$ cat config.mk
export PLATFORM = sky130hd
export DESIGN_NAME = sg_walker
export DESIGN_NICKNAME = d
export VERILOG_FILES = /design/src/rtl/sgw_pkg.sv /design/src/rtl/sgw_seq.sv /design/src/rtl/sgw_desc.sv /design/src/rtl/sgw_acc.sv /design/src/rtl/sg_walker.sv
export SDC_FILE = /design/constraint.sdc
export NUM_CORES = 1
export LEC_CHECK = 0
export ABC_AREA = 1
export BUFFER_PORTS_ARGS = -buffer_cell sky130_fd_sc_hd__buf_2
export CORE_MARGIN = 2
export CORE_UTILIZATION = 51
export CTS_BUF_LIST = sky130_fd_sc_hd__clkbuf_4
export DETAILED_ROUTE_END_ITERATION = 10
export HOLD_SLACK_MARGIN = 0.05
export PLACE_DENSITY_LB_ADDON = 0.2
export SYNTH_ARGS = -nofsm -noshare
export SYNTH_HDL_FRONTEND = slang
export SYNTH_SLANG_ARGS = --single-unit
$ cat constraint.sdc
create_clock -name clk -period 2.75 [get_ports clk]
set_input_delay 0.55 -clock clk [delete_from_list [all_inputs] [get_ports clk]]
set_output_delay 0.55 -clock clk [all_outputs]
set_load 0.005 [all_outputs]
$ cat src/rtl/sgw_pkg.sv
package sgw_pkg;
  typedef enum logic [2:0] {
    S_IDLE,
    S_REQ_LEN,
    S_WAIT_LEN,
    S_REQ_ADR,
    S_WAIT_ADR,
    S_SEG,
    S_FIN
  } walk_st_t;

  localparam int CMD_LIST_BIT  = 18;
  localparam int CMD_IRQ_BIT   = 9;
  localparam int FINAL_BIT     = 31;
  localparam int ENTRY_BYTES   = 8;
  localparam int ADDR_WORD_OFS = 4;
  localparam int WORD_W        = 32;
endpackage

$ cat src/rtl/sgw_seq.sv
module sgw_seq
  import sgw_pkg::*;
#(
  parameter int MAX_ENTRIES = 256,
  localparam int IDX_W = (MAX_ENTRIES > 1) ? $clog2(MAX_ENTRIES) : 1
) (
  input  logic              clk,
  input  logic              rst_n,
  input  logic              cmd_valid,
  input  logic [WORD_W-1:0] cmd_word,
  input  logic [WORD_W-1:0] list_base,
  output logic              rd_req_valid,
  input  logic              rd_req_ready,
  output logic [WORD_W-1:0] rd_req_addr,
  input  logic              rd_rsp_valid,
  input  logic              rd_rsp_err,
  output logic              cap_len,
  output logic              cap_adr,
  output logic              seg_valid,
  input  logic              seg_ready,
  input  logic              seg_last,
  output logic              acc_clr,
  output logic              acc_add,
  input  logic              len_mismatch,
  output logic              busy,
  output logic              done,
  output logic              err_bus,
  output logic              err_overrun,
  output logic              len_warn,
  output logic              irq,
  output logic              digest_go
);
  walk_st_t          state;
  logic [IDX_W-1:0]  idx;
  logic [WORD_W-1:0] base_q;
  logic              irq_en_q;
  logic              start_acc;
  logic              at_limit;
  logic [WORD_W-1:0] entry_ofs;
  logic              unused_cmd_bits;

  assign unused_cmd_bits = ^cmd_word;

  assign start_acc = cmd_valid && cmd_word[CMD_LIST_BIT] && (state == S_IDLE);
  assign at_limit  = (idx == IDX_W'(MAX_ENTRIES - 1));
  assign entry_ofs = WORD_W'(idx) * WORD_W'(ENTRY_BYTES);

  assign rd_req_valid = (state == S_REQ_LEN) || (state == S_REQ_ADR);
  assign rd_req_addr  = base_q + entry_ofs +
                        ((state == S_REQ_ADR) ? WORD_W'(ADDR_WORD_OFS) : '0);
  assign cap_len   = (state == S_WAIT_LEN) && rd_rsp_valid && !rd_rsp_err;
  assign cap_adr   = (state == S_WAIT_ADR) && rd_rsp_valid && !rd_rsp_err;
  assign seg_valid = (state == S_SEG);
  assign acc_clr   = start_acc;
  assign acc_add   = seg_valid && seg_ready;
  assign busy      = (state != S_IDLE);
  assign irq       = done && irq_en_q;

  always_ff @(posedge clk or negedge rst_n) begin
    if (!rst_n) begin
      state       <= S_IDLE;
      idx         <= '0;
      base_q      <= '0;
      irq_en_q    <= 1'b0;
      done        <= 1'b0;
      err_bus     <= 1'b0;
      err_overrun <= 1'b0;
      len_warn    <= 1'b0;
      digest_go   <= 1'b0;
    end else begin
      digest_go <= 1'b0;
      case (state)
        S_IDLE: begin
          if (start_acc) begin
            state       <= S_REQ_LEN;
            idx         <= '0;
            base_q      <= list_base;
            irq_en_q    <= cmd_word[CMD_IRQ_BIT];
            done        <= 1'b0;
            err_bus     <= 1'b0;
            err_overrun <= 1'b0;
            len_warn    <= 1'b0;
          end
        end
        S_REQ_LEN: if (rd_req_ready) state <= S_WAIT_LEN;
        S_WAIT_LEN: begin
          if (rd_rsp_valid) begin
            if (rd_rsp_err) begin
              state   <= S_IDLE;
              err_bus <= 1'b1;
            end else begin
              state <= S_REQ_ADR;
            end
          end
        end
        S_REQ_ADR: if (rd_req_ready) state <= S_WAIT_ADR;
        S_WAIT_ADR: begin
          if (rd_rsp_valid) begin
            if (rd_rsp_err) begin
              state   <= S_IDLE;
              err_bus <= 1'b1;
            end else begin
              state <= S_SEG;
            end
          end
        end
        S_SEG: begin
          if (seg_ready) begin
            if (seg_last) begin
              state <= S_FIN;
            end else if (at_limit) begin
              state       <= S_IDLE;
              err_overrun <= 1'b1;
            end else begin
              idx   <= idx + 1'b1;
              state <= S_REQ_LEN;
            end
          end
        end
        S_FIN: begin
          state     <= S_IDLE;
          done      <= 1'b1;
          digest_go <= 1'b1;
          len_warn  <= len_mismatch;
        end
        default: state <= S_IDLE;
      endcase
    end
  end


  rd_req_hold_chk: assert property (@(posedge clk) disable iff (!rst_n)
    rd_req_valid && !rd_req_ready |=> rd_req_valid && $stable(rd_req_addr));


  busy_status_excl_chk: assert property (@(posedge clk) disable iff (!rst_n)
    busy |-> !done && !err_bus && !err_overrun);


  busy_rise_cause_chk: assert property (@(posedge clk) disable iff (!rst_n)
    $rose(busy) |-> $past(cmd_valid) && $past(cmd_word[CMD_LIST_BIT]));


  irq_needs_done_chk: assert property (@(posedge clk) disable iff (!rst_n)
    irq |-> done);


  go_with_done_chk: assert property (@(posedge clk) disable iff (!rst_n)
    digest_go |-> done && !busy);


  go_single_chk: assert property (@(posedge clk) disable iff (!rst_n)
    digest_go |=> !digest_go);
endmodule

$ cat src/rtl/sgw_desc.sv
module sgw_desc
  import sgw_pkg::*;
#(
  parameter int LEN_W  = 28,
  parameter int ADDR_W = 31
) (
  input  logic              clk,
  input  logic              rst_n,
  input  logic              cap_len,
  input  logic              cap_adr,
  input  logic [WORD_W-1:0] rd_data,
  output logic [ADDR_W-1:0] seg_addr,
  output logic [LEN_W-1:0]  seg_len,
  output logic              seg_last
);
  always_ff @(posedge clk or negedge rst_n) begin
    if (!rst_n) begin
      seg_len  <= '0;
      seg_last <= 1'b0;
      seg_addr <= '0;
    end else begin
      if (cap_len) begin
        seg_len  <= rd_data[LEN_W-1:0];
        seg_last <= rd_data[FINAL_BIT];
      end
      if (cap_adr) seg_addr <= rd_data[ADDR_W-1:0];
    end
  end


  desc_cap_excl_chk: assert property (@(posedge clk) disable iff (!rst_n)
    !(cap_len && cap_adr));
endmodule

$ cat src/rtl/sgw_acc.sv
module sgw_acc
  import sgw_pkg::*;
#(
  parameter int LEN_W = 28,
  parameter int IDX_W = 8,
  localparam int SUM_W = LEN_W + IDX_W,
  localparam int CMP_W = (SUM_W > WORD_W) ? SUM_W : WORD_W
) (
  input  logic              clk,
  input  logic              rst_n,
  input  logic              clr,
  input  logic [WORD_W-1:0] src_len,
  input  logic              add,
  input  logic [LEN_W-1:0]  add_len,
  output logic              mismatch
);
  logic [SUM_W-1:0]  sum_q;
  logic [WORD_W-1:0] src_q;

  always_ff @(posedge clk or negedge rst_n) begin
    if (!rst_n) begin
      sum_q <= '0;
      src_q <= '0;
    end else if (clr) begin
      sum_q <= '0;
      src_q <= src_len;
    end else if (add) begin
      sum_q <= sum_q + SUM_W'(add_len);
    end
  end

  assign mismatch = CMP_W'(sum_q) != CMP_W'(src_q);


  sum_monotone_chk: assert property (@(posedge clk) disable iff (!rst_n)
    !clr |=> sum_q >= $past(sum_q));
endmodule

$ cat src/rtl/sg_walker.sv
module sg_walker
  import sgw_pkg::*;
#(
  parameter int MAX_ENTRIES = 256,
  parameter int LEN_W       = 28,
  parameter int ADDR_W      = 31,
  localparam int IDX_W = (MAX_ENTRIES > 1) ? $clog2(MAX_ENTRIES) : 1
) (
  input  logic              clk,
  input  logic              rst_n,
  input  logic              cmd_valid,
  input  logic [31:0]       cmd_word,
  input  logic [31:0]       list_base,
  input  logic [31:0]       src_len,
  output logic              rd_req_valid,
  input  logic              rd_req_ready,
  output logic [31:0]       rd_req_addr,
  input  logic              rd_rsp_valid,
  input  logic [31:0]       rd_rsp_data,
  input  logic              rd_rsp_err,
  output logic              seg_valid,
  input  logic              seg_ready,
  output logic [ADDR_W-1:0] seg_addr,
  output logic [LEN_W-1:0]  seg_len,
  output logic              seg_last,
  output logic              busy,
  output logic              done,
  output logic              err_bus,
  output logic              err_overrun,
  output logic              len_warn,
  output logic              irq,
  output logic              digest_go
);
  logic cap_len, cap_adr, acc_clr, acc_add, len_mismatch;

  sgw_seq #(.MAX_ENTRIES(MAX_ENTRIES)) u_seq (
    .clk          (clk),
    .rst_n        (rst_n),
    .cmd_valid    (cmd_valid),
    .cmd_word     (cmd_word),
    .list_base    (list_base),
    .rd_req_valid (rd_req_valid),
    .rd_req_ready (rd_req_ready),
    .rd_req_addr  (rd_req_addr),
    .rd_rsp_valid (rd_rsp_valid),
    .rd_rsp_err   (rd_rsp_err),
    .cap_len      (cap_len),
    .cap_adr      (cap_adr),
    .seg_valid    (seg_valid),
    .seg_ready    (seg_ready),
    .seg_last     (seg_last),
    .acc_clr      (acc_clr),
    .acc_add      (acc_add),
    .len_mismatch (len_mismatch),
    .busy         (busy),
    .done         (done),
    .err_bus      (err_bus),
    .err_overrun  (err_overrun),
    .len_warn     (len_warn),
    .irq          (irq),
    .digest_go    (digest_go)
  );

  sgw_desc #(.LEN_W(LEN_W), .ADDR_W(ADDR_W)) u_desc (
    .clk      (clk),
    .rst_n    (rst_n),
    .cap_len  (cap_len),
    .cap_adr  (cap_adr),
    .rd_data  (rd_rsp_data),
    .seg_addr (seg_addr),
    .seg_len  (seg_len),
    .seg_last (seg_last)
  );

  sgw_acc #(.LEN_W(LEN_W), .IDX_W(IDX_W)) u_acc (
    .clk      (clk),
    .rst_n    (rst_n),
    .clr      (acc_clr),
    .src_len  (src_len),
    .add      (acc_add),
    .add_len  (seg_len),
    .mismatch (len_mismatch)
  );


  seg_hold_chk: assert property (@(posedge clk) disable iff (!rst_n)
    seg_valid && !seg_ready |=> seg_valid && $stable(seg_addr) &&
                                $stable(seg_len) && $stable(seg_last));


  seg_vs_read_chk: assert property (@(posedge clk) disable iff (!rst_n)
    seg_valid |-> !rd_req_valid && busy);


  err_no_go_chk: assert property (@(posedge clk) disable iff (!rst_n)
    (err_bus || err_overrun) |-> !done && !digest_go);
endmodule

; ---- Word level (Yosys, flattened, before mapping)
; Index checks and enable logic that the tools add are counted.
[word_totals]
ff_bits = 177
input_bits = 135
out_inout_bits = 101
word_cells = 90
[op_classes]
add_sub_neg = 4
n_eq_ne = 19
mux = 30
n_reduce_logical = 23
[ops]
columns = operator, n
row1 = 2-to-1 mux 36 bit, 2
row2 = adder 36 x 28 -> 36 bit, 1
row3 = inequality test 36 x 32 -> 1 bit, 1
row4 = adder 32 x 11 -> 32 bit, 1
row5 = adder 32 bit, 1
row6 = 2-to-1 mux 8 bit, 4
row7 = 2-to-1 mux 3 bit, 9
row8 = inequality test 2 bit (second input constant), 9
row9 = case mux 3 bit (6 select lines), 1
row10 = case mux 8 bit (2 select lines), 1
row11 = AND reduction 5 bit, 2
row12 = equality test 3 bit (second input constant), 3
row13 = adder 8 x 1 -> 8 bit (second input constant), 1
row14 = equality test 8 bit (second input constant), 1
row15 = logical AND 1 bit, 8
row16 = 2-to-1 mux 1 bit, 8
row17 = case mux 1 bit (2 select lines), 4
row18 = nonzero test 2 bit, 4
row19 = equality test 3 x 2 -> 1 bit (second input constant), 2
row20 = AND reduction 6 bit, 1
row21 = inequality test 2 x 1 -> 1 bit (second input constant), 2
row22 = AND reduction 2 bit, 2
row23 = AND reduction 4 bit, 1
row24 = equality test 3 x 1 -> 1 bit (second input constant), 1
row25 = 6 further kinds, 6

; ---- Logic depth before layout (Yosys ltp)
; Gate-level depths: netlist of run 1.
[logic_depth]
ltp_word = 5
mapped_depth = 15
mapped_depth_nobuf = 15

; ---- Cells and area by module
; Synthesis of run 1 repeated with hierarchy kept, for this count alone.
[hier_totals]
hier_cells = 1561
hier_area_um2 = 10914.2
[by_module_without_submodules]
columns = mod, instances, cells_each, area_per_inst_um2, seq_area_each_um2
row1 = sgw_acc, 1, 762, 5134.9, 1701.6
row2 = sgw_seq, 1, 545, 3517.1, 1226.2
row3 = sgw_desc, 1, 254, 2262.2, 1501.4

; ---- Worst setup path before layout of run 1
; No wires, ideal clock.
[synth_path]
path_kind = register to output
startpoint = register u_seq.state[2]
endpoint = output rd_req_addr[18]
arrival_ns = 2.227
setup_slack_ns = -0.027
stages_incl_launch_ff = 15
n_path_buf = 1
cell_sequence = dfrtp_1 buf_4 inv_2 nand2_1 nor2_1 ha_1 inv_1 fa_1 nor2_1 nor2_1 o31ai_2 nand2_1 nand2_1 nand2_1 xnor2_1
[synth_between]
elab_chain_cells = 3
[synth_rtl]
columns = item, line_no
row1 = "start, declared", sgw_seq.sv:33  ; walk_st_t state;
row2 = "start signal, assigned", sgw_seq.sv:61  ; state <= S_IDLE;
row3 = "start signal, assigned", sgw_seq.sv:75  ; state <= S_REQ_LEN;
row4 = "start signal, assigned", sgw_seq.sv:85  ; S_REQ_LEN: if (rd_req_ready) state <= S_WAIT_LEN;
row5 = equality test 3 x 2 -> 1 bit, sgw_seq.sv:50  ; ((state == S_REQ_ADR) ? WORD_W'(ADDR_WORD_OFS) : '0);
row6 = 2-to-1 mux 3 bit, sgw_seq.sv:50
row7 = adder 32 bit, sgw_seq.sv:49  ; assign rd_req_addr = base_q + entry_ofs +
row8 = "end, declared", sg_walker.sv:17  ; output logic [31:0] rd_req_addr,
; No other way between the ends.

; ---- Final worst setup path of run 1
[layout_path]
startpoint = register u_seq.state[2]
endpoint = output rd_req_addr[20]
; The elaborated chain is that of the path after synthesis.

==> PnR_summary.wiki, run 1 <==
{| class="wikitable"
! Metric !! Value
|-
| Slowest CP cell || dfrtp_1
|-
| Antenna violation net count after detailed routing || 0
|-
| Count of cell types in the netlist || 47
|-
| Die Outline Area || 0.0218 sq mm
|-
| First-pass GRT wire length || 45500 microns
|-
| Via count of the first global-routing pass || 9061
|-
| Status || finished, violations left
|-
| Leakage power of the design || 6.77 nW
|-
| DRT Wirelength || 28200 microns
|-
| Sequential fraction of the synthesis area || 0.420
|-
| Clock latency on the worst-skew pair || 590 ps
|-
| Top library cells by usage in the layout, fill and taps aside || 444 x nand2_1, 204 x buf_2, 175 x dfrtp_1
|-
| Sequential cell area || 0.00443 sq mm
|-
| Total clock buffers created by CTS || 17
|-
| Register-to-register setup slack || 370 ps
|-
| Post-Synthesis Net Count || 1497
|-
| Commonest non-fill, non-tap cell in the layout || nand2_1
|-
| Async set-or-reset flop fraction in the synthesized netlist || 1.00
|-
| Combined area of all synthesized cells || 0.0105 sq mm
|-
| Net count, final || 1732
|-
| Placed cell count || 1789
|-
| Number of clock sinks || 177
|-
| Period utilization || 1.22
|-
| Count of port buffers added during placement || 205
|-
| Violations in the final reports || setup timing
|-
| Initial core utilization || 0.521
|-
| Area of the core || 0.0202 sq mm
|-
| Setup slack after layout || -596 ps
|-
| MaxCap Viol Count || 0
|-
| Actual transition at the worst max-transition pin || 583 ps
|-
| Length of the first detailed-routing pass in iterations || 5
|-
| Number of violations reported at the end of detailed-routing iteration 0 || 466
|-
| Total power after layout || 12.6 mW
|-
| Pin count of the biggest net entering global routing || 65
|-
| Instance count along the most critical hold path || 3
|-
| Beginning of the worst hold path || src_len[2]
|-
| End of the worst register-to-register path || u_acc.sum_q[30]
|-
| Most used flip-flop cell after synthesis || dfrtp_1
|-
| Cell-by-cell listing of the critical path || inv_2 > nand2_4 > nor2_4 > ha_4 > inv_2 > fa_2 > nor2_4 > nor2_4 > o31ai_4 > nand2_1 > nand2_2 > inv_2 > o21ai_1 > nand2_1 > buf_2
|-
| Via count || 9410
|-
| Y dimension of the die || 148 microns
|-
| Maximum net fanout on the critical path || 5
|-
| FF-to-FF Start || u_acc.sum_q[0]
|-
| Max clock buf depth || 2
|-
| Overall global routing resource usage || 0.262
|-
| Die width || 148 microns
|-
| Multi-input logic area || 0.00571 sq mm
|-
| Drt via density || 5.11
|-
| Mapped Avg Cell Area || 7.97 sq um
|-
| Crit end category || output port
|-
| Worst setup path category || reg -> out
|-
| Required time at the endpoint of the critical path || 2200 ps
|-
| Number of non-filler instances in the completed layout || 1840
|-
| CTS clock-pin slew for the worst setup and hold paths || 160 ps
|-
| Worst slew margin relative to its limit || 0.612
|-
| Number of ports placed on the die boundary || 236
|-
| Hold endpoint || u_acc.src_q[2]
|-
| Clock root buffer || clkbuf_4
|-
| Overflow after GRT || 0
|-
| Share of post-route cells with drive strength above 1 || 0.260
|-
| HPWL Detailed || 21400 microns
|-
| Number of antenna violations at the first check in global routing || 1
|-
| Gp weighted congestion || 0.942
|-
| Max-slew violation count || 0
|-
| Arrival time worst endpoint || 2800 ps
|-
| Type of the worst min-delay path || in -> reg
|-
| Largest incremental delay on the critical path || 410 ps
|-
| Maximum level of the CTS H-tree || 4
|-
| Synthesis-stage register bit count || 177
|-
| Worst clock skew || 32.9 ps
|-
| Achievable frequency || 299 MHz
|-
| Peak supply drop || 0.535 mV
|-
| Number of flops mapped to enable cells by yosys || 0
|-
| Power density over cell area || 994 mW/mm^2
|-
| Syn Inst Count || 1322
|-
| Startpoint type of the worst setup path || flop
|-
| Number of warnings printed during yosys synthesis || 0
|-
| Final setup violation count || 26
|-
| Detail-routed net length per standard cell || 15.3 microns
|-
| Worst hold margin || 137 ps
|-
| Syn-to-layout area delta || 20.4%
|-
| Worst-case reg-to-reg path depth || 15
|-
| Total of fill cells in the finished design || 1810
|-
| Cell row count || 52
|-
| DRC violations left || 0
|-
| Clock tree from TritonCTS || done
|-
| Count of final hold-check violations || 0
|-
| Final Critical Period || 3350 ps
|-
| RSZ-0062 raised after global routing || yes
|}
layer usage:
metal  track usage  part of all wire  vias to the layer above
li1              -                 -                     4723
met1         0.360              0.46                     4377
met4        0.0688             0.017                        0
met2         0.441              0.47                      280
met3        0.0327             0.052                       30
met5             0                 0                        -
worst max-delay path: cells and delay by family (launching register included):
kind / cells / cell delay, ps
compound gates: 2 / 360
buf+inv: 4 / 290
simple gates: 7 / 650
fa+ha+maj: 2 / 510
flops: 1 / 410
cell usage after synthesis (all sizes together), types with 5 or more instances:
cell	count	area, sq um
mux2	58	751
dfrtp	177	4430
nand2	460	1760
nor3	20	100
a21oi	58	294
o31ai	7	57.6
ha	38	475
o21bai	6	45.0
nor2	111	454
nand3	60	323
o22ai	5	31.3
nor4	6	37.5
clkbuf	8	30.0
nand4	13	81.3
inv	133	499
xor2	25	219
buf	24	170
xnor2	32	280
o21ai	56	284
per-stage QoR:
step           setup TNS [ps]  utilization  instance area, sq um  worst slack (ps)
4_1_cts                -10060        0.621                 12600              -653
5_1_grt                -12920        0.627                 12700              -726
2_1_floorplan               0            -                 10600              4.27
6_report                -9590        0.627                 12700              -596
3_5_place_dp            -1040        0.591                 12000              -170
3_3_place_gp             -661        0.591                 12000              -130
cell type report:
cell class / count / share of cell area
multi-input cells: 980 / 0.450
flip-flops and latches: 177 / 0.349
repair buffers: 248 / 0.111
inverters: 133 / 0.0393
well taps: 270 / 0.0266
clock inverters: 12 / 0.0117
clock buffers: 19 / 0.0112
diodes: 1 / 0.000197
worst max path at each step:
stage                   start              end  slack [ps]  depth (start not counted)
2_1_floorplan  u_seq.state[2]  rd_req_addr[28]           4                         14
3_3_place_gp   u_seq.state[2]  rd_req_addr[20]        -130                         15
3_5_place_dp   u_seq.state[2]  rd_req_addr[20]        -170                         15
4_1_cts        u_seq.state[2]  rd_req_addr[20]        -650                         15
5_1_grt        u_seq.state[2]  rd_req_addr[20]        -730                         15
6_report       u_seq.state[2]  rd_req_addr[20]        -600                         15
kinds of logic after synthesis:
| logic type | synth area share |
|---|---|
| compound gates | 0.0784 |
| mux | 0.0713 |
| simple gates | 0.267 |
| buf+inv | 0.0664 |
| fa+ha+maj | 0.0489 |
| xor+xnor | 0.0474 |
| flops | 0.420 |
repair_timing:
action	4_1_cts	5_1_grt
hold buffers	1	0
hold endpoints to repair	34	0
gates resized for setup	43	18
pin swaps	23	15
buffers inserted	14	4
endpoints found under the setup margin	27	28
flip-flops by register name, indices dropped and copies added, names as in the netlist:
signal,count
u_seq.irq_en_q,1
u_seq.err_bus,1
u_seq.idx,8
u_seq.len_warn,1
u_seq.base_q,32
u_seq.digest_go,1
u_seq.state,3
u_desc.seg_addr,31
u_desc.seg_len,28
u_acc.src_q,32
u_seq.done,1
u_acc.sum_q,36
u_desc.seg_last,1
u_seq.err_overrun,1
where the power goes:
group	switching [mW]	internal [mW]	leakage, nW
registers	0.986	3.66	2.25
clock network	0.982	0.577	0.150
logic	3.59	2.81	4.37
(Power assumes the default switching activity.)
==> run 2, diff against run 1 <==
--- a/config.mk
+++ b/config.mk
@@ -5,10 +5,9 @@
 export SDC_FILE = /design/constraint.sdc
 export NUM_CORES = 1
 export LEC_CHECK = 0
-export ABC_AREA = 1
 export BUFFER_PORTS_ARGS = -buffer_cell sky130_fd_sc_hd__buf_2
 export CORE_MARGIN = 2
-export CORE_UTILIZATION = 51
+export CORE_UTILIZATION = 50
 export CTS_BUF_LIST = sky130_fd_sc_hd__clkbuf_4
 export DETAILED_ROUTE_END_ITERATION = 10
 export HOLD_SLACK_MARGIN = 0.05
==> run 2 against run 1 <==
  * The run still ends with setup timing left
  * Sequential share of layout area is 3.1 points higher
  * Combinational power is 12% lower
  * Fmax down 8.0%
  * Setup slack worse by 290 ps
==> PnR_summary.wiki, run 2 <==
{| class="wikitable"
! Metric !! Value
|-
| Most frequently used cell type in the post-synthesis netlist || nand2_1
|-
| Number of clock sinks || 177
|-
| Total clock buffers created by CTS || 17
|-
| Antenna violation net count after detailed routing || 0
|-
| Startpoint type of the worst setup path || flop
|-
| Synth Area in Compound Gates || 0.108
|-
| Combined area of all synthesized cells || 0.00960 sq mm
|-
| Violations in the final reports || setup timing
|-
| Clock latency on the worst-skew pair || 580 ps
|-
| Number of antenna violations at the first check in global routing || 1
|-
| Gp weighted congestion || 0.920
|-
| Net switching fraction of the power || 0.404
|-
| Main combinational cell family by area after synthesis || simple AND/OR/NAND/NOR gates
|-
| Die width || 143 microns
|-
| Setup slack after layout || -887 ps
|-
| DRT Wirelength || 23500 microns
|-
| Initial core utilization || 0.511
|-
| Status || finished, violations left
|-
| Flip-flop count of the largest register, all copies and words added || 36
|-
| Y dimension of the die || 143 microns
|-
| Drt via density || 5.36
|-
| Mapped Avg Cell Area || 9.52 sq um
|-
| HPWL Detailed || 17200 microns
|-
| Simple-gate portion of the synthesized area || 0.188
|-
| Synthesis-stage register bit count || 177
|-
| MaxCap Viol Count || 0
|-
| Post-Synthesis Net Count || 1183
|-
| Cell-internal power || 6.96 mW
|-
| Area post-placement || 0.0110 sq mm
|-
| Achievable frequency || 275 MHz
|-
| Commonest cells post-synth || 262 x nand2_1, 177 x dfrtp_1, 62 x xnor2_1
|-
| Number of non-filler instances in the completed layout || 1492
|-
| Peak supply drop || 0.595 mV
|-
| Top library cells by usage in the layout, fill and taps aside || 256 x nand2_1, 204 x buf_2, 177 x dfrtp_1
|-
| Area contributors post-synth || dfrtp_1 46%, nand2_1 10%, mux2_2 6.9%, xnor2_1 5.7%, ha_1 5.0%
|-
| Net count, final || 1419
|-
| Worst slew margin relative to its limit || 0.580
|-
| First-pass GRT wire length || 38100 microns
|-
| Commonest non-fill, non-tap cell in the layout || nand2_1
|-
| CTS clock-pin slew for the worst setup and hold paths || 160 ps
|-
| Syn Inst Count || 1008
|-
| Clock root buffer || clkbuf_4
|-
| Worst clock skew || 27.5 ps
|-
| Most area-hungry cell type in the Yosys netlist || dfrtp_1
|-
| Die Outline Area || 0.0203 sq mm
|-
| Max clock buf depth || 2
|-
| Final Critical Period || 3640 ps
|-
| Part of the power in combinational logic || 0.480
|-
| Total power after layout || 11.7 mW
|-
| Detail-routed net length per standard cell || 15.8 microns
|-
| Area of all placed cells without fillers || 0.0116 sq mm
|-
| Overflow after GRT || 0
|-
| RSZ-0062 raised after global routing || yes
|-
| DRC violations left || 0
|-
| Power share of the clock group || 0.131
|-
| Top cell type's share of synthesized area || 0.462
|-
| Number of warnings printed during yosys synthesis || 0
|-
| Syn-to-layout area delta || 21.2%
|-
| Share of post-route cells with drive strength above 1 || 0.327
|-
| Placement Setup Slack || -384 ps
|-
| Most used flip-flop cell after synthesis || dfrtp_1
|-
| Final setup violation count || 27
|-
| Sequential fraction of the synthesis area || 0.462
|-
| Cell row count || 50
|-
| Count of final hold-check violations || 0
|-
| Number of violations reported at the end of detailed-routing iteration 0 || 362
|-
| Number of ports placed on the die boundary || 236
|-
| Overall global routing resource usage || 0.236
|-
| Max-slew violation count || 0
|-
| Via count || 7996
|-
| Largest register by flop count || u_acc.sum_q
|-
| Count of cell types in the netlist || 69
|-
| Number of flops mapped to enable cells by yosys || 0
|-
| Xor/xnor share of the synthesized area || 0.0821
|-
| Area of the core || 0.0188 sq mm
|-
| Leakage power of the design || 5.93 nW
|-
| Length of the first detailed-routing pass in iterations || 5
|-
| Top flop regs || u_acc.sum_q: 36 flops, u_acc.src_q: 32 flops, u_seq.base_q: 32 flops
|-
| Required time at the endpoint of the critical path || 2200 ps
|-
| Power density over cell area || 1000 mW/mm^2
|-
| Maximum net fanout on the critical path || 5
|-
| Via count of the first global-routing pass || 7838
|-
| Crit end category || output port
|-
| Type of the worst min-delay path || in -> reg
|-
| Post-synthesis mux area share || 0.0703
|-
| Share of the core filled with cells in the final layout || 0.620
|-
| Placed cell count || 1443
|-
| Worst setup path category || reg -> out
|-
| Clock tree from TritonCTS || done
|-
| Switching power || 4.72 mW
|-
| Pin count of the biggest net entering global routing || 62
|-
| Period utilization || 1.32
|-
| Async set-or-reset flop fraction in the synthesized netlist || 1.00
|-
| Arrival time worst endpoint || 3090 ps
|-
| Sequential power share || 0.389
|-
| Maximum level of the CTS H-tree || 4
|-
| Actual transition at the worst max-transition pin || 625 ps
|-
| Count of port buffers added during placement || 205
|-
| Area share of fa/ha/maj cells after synthesis || 0.0548
|-
| Register-to-register setup slack || 120 ps
|}
[run 2: cell types whose count changed after synthesis, moves of 12 or more]
cell      before  now
nand3_1       57   25
mux2_2        32   59
a21oi_1       57   43
nor3_1        20    8
xnor2_1       32   62
nand2_1      454  262
clkbuf_1       8   21
mux2_4        26    0
inv_1        127   21
nor2_1       104   40
[run 2: kinds of logic (layout without fill, tap and decap cells)]
family                     count (synthesis)  count (layout)
and+or+nand+nor                          408             408
buffers and inverters                     66             314
DFF                                      177             177
AOI/OAI and AO/OA                        166             166
adders and majority gates                 41              41
xor gates and xnor gates                  90              90
other                                      0               2
muxes                                     60              60
[run 2: worst paths after layout]
check                           startpoint          endpoint  depth (start not counted)
min                             src_len[2]    u_acc.src_q[2]                          3
max                         u_seq.state[0]   rd_req_addr[24]                         16
max reg2reg                u_acc.sum_q[14]   u_acc.sum_q[33]                          8
min in group asynchronous            rst_n   u_acc.src_q[29]                          2
min reg2reg                u_seq.base_q[0]   u_seq.base_q[0]                          2
max in group asynchronous            rst_n  u_seq.base_q[25]                          3
[run 2: per-layer routing]
layer,part of all wire,vias to the layer above,GRT usage
met1,0.45,3854,0.306
met2,0.49,186,0.399
met4,0.022,0,0.0688
met3,0.043,32,0.0505
met5,0,-,0
li1,-,3924,-
[run 2: critical path, stage by stage (launching register included)]
cell	delay, ps
dfrtp_1	390
inv_2	60
nor2_4	110
nand2_2	60
inv_2	70
ha_4	130
inv_2	40
fa_2	330
nor2b_1	120
o21a_1	160
o21ai_2	80
a21oi_2	180
a21o_1	170
a21o_1	200
nand3_1	110
xnor2_1	180
buf_2	130
[run 2: cell type report]
type | count | area [sq um]
fill | 1663 | 7130
multi-input combinational | 765 | 5020
sequential | 177 | 4430
timing repair buffer | 261 | 1510
tap | 234 | 293
clock inverter | 13 | 151
clock buffer | 18 | 135
inverter | 22 | 82.6
antenna | 2 | 5.00
[run 2: repair_timing]
| item | 4_1_cts | 5_1_grt |
|---|---|---|
| hold buffers | 1 | 0 |
| pin swaps | 24 | 12 |
| gates resized for setup | 36 | 16 |
| endpoints found under the hold margin | 29 | 0 |
| setup endpoints to repair | 27 | 36 |
| setup buffers | 7 | 8 |
[run 2: per-stage QoR]
stage | TNS, ps | hold WS [ps]
final | -18230 | 147
after global routing | -23640 | 96.0
after CTS | -18100 | 110
after detailed placement | -4680 | 461
after global placement | -3250 | 452
after floorplan | -3070 | 254
[run 2: power groups by stage]
| stage | combinational (mW) | sequential [mW] | clock (mW) |
|---|---|---|---|
| 3_3_place_gp | 5.26 | 4.56 | 0 |
| 6_report | 5.61 | 4.54 | 1.53 |
| 4_1_cts | 5.49 | 4.54 | 1.58 |
| 3_5_place_dp | 5.37 | 4.59 | 0 |
| 5_1_grt | 6.27 | 4.70 | 1.69 |
| 2_1_floorplan | 3.57 | 4.42 | 0 |
==> run 3, diff against run 2 <==
--- a/config.mk
+++ b/config.mk
@@ -5,13 +5,14 @@
 export SDC_FILE = /design/constraint.sdc
 export NUM_CORES = 1
 export LEC_CHECK = 0
-export BUFFER_PORTS_ARGS = -buffer_cell sky130_fd_sc_hd__buf_2
+export BUFFER_PORTS_ARGS = -buffer_cell sky130_fd_sc_hd__clkbuf_2
 export CORE_MARGIN = 2
 export CORE_UTILIZATION = 50
 export CTS_BUF_LIST = sky130_fd_sc_hd__clkbuf_4
 export DETAILED_ROUTE_END_ITERATION = 10
 export HOLD_SLACK_MARGIN = 0.05
-export PLACE_DENSITY_LB_ADDON = 0.2
+export PLACE_DENSITY = 0.76
+export SLEW_MARGIN = 10
 export SYNTH_ARGS = -nofsm -noshare
 export SYNTH_HDL_FRONTEND = slang
 export SYNTH_SLANG_ARGS = --single-unit
==> run 3 against run 2 <==
  * The run still ends with setup timing left
  * Largest power group unchanged
  * Hold slack better by 3.2 ps
  * Highest routed layer unchanged
  * Sequential power about the same
  * Largest cell class unchanged
  * Critical endpoint is now u_seq.state[2]
  * Sequential cell count unchanged
  * Power up 3.9%
  * Register-to-register slack worse by 1100 ps
==> PnR_summary.wiki, run 3 (same netlist as run 2, synthesis figures left out) <==
{| class="wikitable"
! Metric !! Value
|-
| Share of the core filled with cells in the final layout || 0.631
|-
| Commonest non-fill, non-tap cell in the layout || nand2_1
|-
| RSZ-0062 raised after global routing || yes
|-
| Instance count along the most critical hold path || 3
|-
| Hold endpoint || u_acc.src_q[15]
|-
| Number of clock sinks || 177
|-
| Part of the power in combinational logic || 0.483
|-
| Power density over cell area || 1020 mW/mm^2
|-
| Cell type with the highest occurrence count on the critical path || buf_4
|-
| End of the worst register-to-register path || u_seq.state[2]
|-
| Clock latency on the worst-skew pair || 580 ps
|-
| Die width || 143 microns
|-
| Net count, final || 1439
|-
| Slowest CP cell || dfrtp_1
|-
| Worst-case reg-to-reg path depth || 28
|-
| Net switching fraction of the power || 0.401
|-
| HPWL Detailed || 17600 microns
|-
| Number of violations reported at the end of detailed-routing iteration 0 || 462
|-
| Status || finished, violations left
|-
| Top flop regs || u_acc.sum_q: 36 flops, u_acc.src_q: 32 flops, u_seq.base_q: 32 flops
|-
| Register-to-register setup slack || -960 ps
|-
| Placement Setup Slack || -391 ps
|-
| Top library cells by usage in the layout, fill and taps aside || 257 x nand2_1, 177 x clkbuf_2, 177 x dfrtp_1
|-
| Leakage power of the design || 6.05 nW
|-
| Placed cell count || 1444
|-
| Detail-routed net length per standard cell || 16.2 microns
|-
| Number of antenna violations at the first check in global routing || 1
|-
| Max-slew violation count || 0
|-
| Arrival time worst endpoint || 4210 ps
|-
| Maximum level of the CTS H-tree || 4
|-
| Total clock buffers created by CTS || 17
|-
| Type of the worst min-delay path || in -> reg
|-
| Largest register by flop count || u_acc.sum_q
|-
| Overall global routing resource usage || 0.243
|-
| Via count || 8207
|-
| Actual transition at the worst max-transition pin || 651 ps
|-
| First-pass GRT wire length || 39000 microns
|-
| Max clock buf depth || 2
|-
| Count of port buffers added during placement || 205
|-
| Achievable frequency || 270 MHz
|-
| Area of the core || 0.0188 sq mm
|-
| Overflow after GRT || 0
|-
| Number of ports placed on the die boundary || 236
|-
| Final Critical Period || 3710 ps
|-
| CTS clock-pin slew for the worst setup and hold paths || 160 ps
|-
| Startpoint type of the worst setup path || flop
|-
| Switching power || 4.87 mW
|-
| Total of fill cells in the finished design || 1570
|-
| Length of the first detailed-routing pass in iterations || 5
|-
| Sequential cell area || 0.00443 sq mm
|-
| Period utilization || 1.35
|-
| Syn-to-layout area delta || 23.5%
|-
| Pin count of the biggest net entering global routing || 69
|-
| Crit end category || flop
|-
| Multi-input logic area || 0.00507 sq mm
|-
| Sequential power share || 0.377
|-
| Final setup violation count || 29
|-
| Via count of the first global-routing pass || 8037
|-
| Cell row count || 50
|-
| Required time at the endpoint of the critical path || 3250 ps
|-
| DRC violations left || 0
|-
| Worst setup path category || reg -> reg
|-
| Setup slack after layout || -958 ps
|-
| Die Outline Area || 0.0203 sq mm
|-
| Worst clock skew || 27.5 ps
|-
| Worst slew margin relative to its limit || 0.565
|-
| Count of final hold-check violations || 0
|-
| Antenna violation net count after detailed routing || 0
|-
| Drt via density || 5.44
|-
| Share of post-route cells with drive strength above 1 || 0.342
|-
| Clock root buffer || clkbuf_4
|-
| Initial core utilization || 0.511
|-
| Power share of the clock group || 0.140
|-
| DRT Wirelength || 24400 microns
|-
| MaxCap Viol Count || 0
|-
| Clock tree from TritonCTS || done
|-
| Largest incremental delay on the critical path || 390 ps
|-
| FF-to-FF Start || u_seq.state[0]
|-
| Maximum net fanout on the critical path || 2
|-
| Peak supply drop || 0.582 mV
|-
| Gp weighted congestion || 0.905
|-
| Y dimension of the die || 143 microns
|-
| Flip-flop count of the largest register, all copies and words added || 36
|-
| Number of non-filler instances in the completed layout || 1510
|-
| Cell-internal power || 7.26 mW
|-
| Violations in the final reports || setup timing
|-
| Beginning of the worst hold path || src_len[15]
|}
-- run 3: layer usage --
metal,part of all wire,global-route usage
met1,0.42,0.308
met2,0.50,0.413
met4,0.022,0.0839
met3,0.052,0.0501
met5,0,0
-- run 3: final cells by class --
type | count | area share
tap | 234 | 0.0247
multi-input combinational | 765 | 0.428
sequential | 177 | 0.374
antenna | 1 | 0.000211
clock inverter | 13 | 0.0168
inverter | 22 | 0.00697
timing repair buffer | 281 | 0.138
clock buffer | 17 | 0.0108
-- run 3: metrics by stage --
stage               hold slack (ps)  TNS [ps]  area, sq um  power (mW)
global route                   96.8    -23310        11800        13.1
finish                          150    -17980        11800        12.1
global placement                453     -3070        11000        9.78
floorplan                       254     -3070         9620        7.99
detailed placement              466     -4470        11000        9.98
CTS                            99.7    -18700        11700        12.0
-- run 3: worst max-delay path: cells and delay by family, from the launching register on --
family,cells,cell delay (ps)
AOI/OAI and AO/OA,1,90
DFF,1,390
buffers and inverters,25,2970
and+or+nand+nor,2,180
-- run 3: how the worst max path moves through the flow --
| stage | startpoint | to | slack [ps] |
|---|---|---|---|
| floorplan | u_seq.state[2] | rd_req_addr[20] | -250 |
| global placement | u_seq.state[0] | rd_req_addr[20] | -260 |
| detailed placement | u_seq.state[0] | rd_req_addr[22] | -390 |
| CTS | u_seq.state[2] | rd_req_addr[22] | -890 |
| global route | u_seq.state[0] | rd_req_addr[30] | -1070 |
| finish | u_seq.state[0] | u_seq.state[2] | -960 |
-- run 3: repair_timing --
action	CTS	global route
gates resized for setup	26	58
hold buffers	1	0
endpoints found under the setup margin	28	38
cloned	0	0
buffers inserted	29	6
pin swaps	19	30
endpoints found under the hold margin	63	0
-- run 3: power groups by stage --
stage	registers (mW)	clock network, mW	logic [mW]
floorplan	4.42	0	3.57
global route	4.71	1.85	6.51
detailed placement	4.60	0	5.39
CTS	4.55	1.75	5.69
global placement	4.55	0	5.23
finish	4.57	1.69	5.86
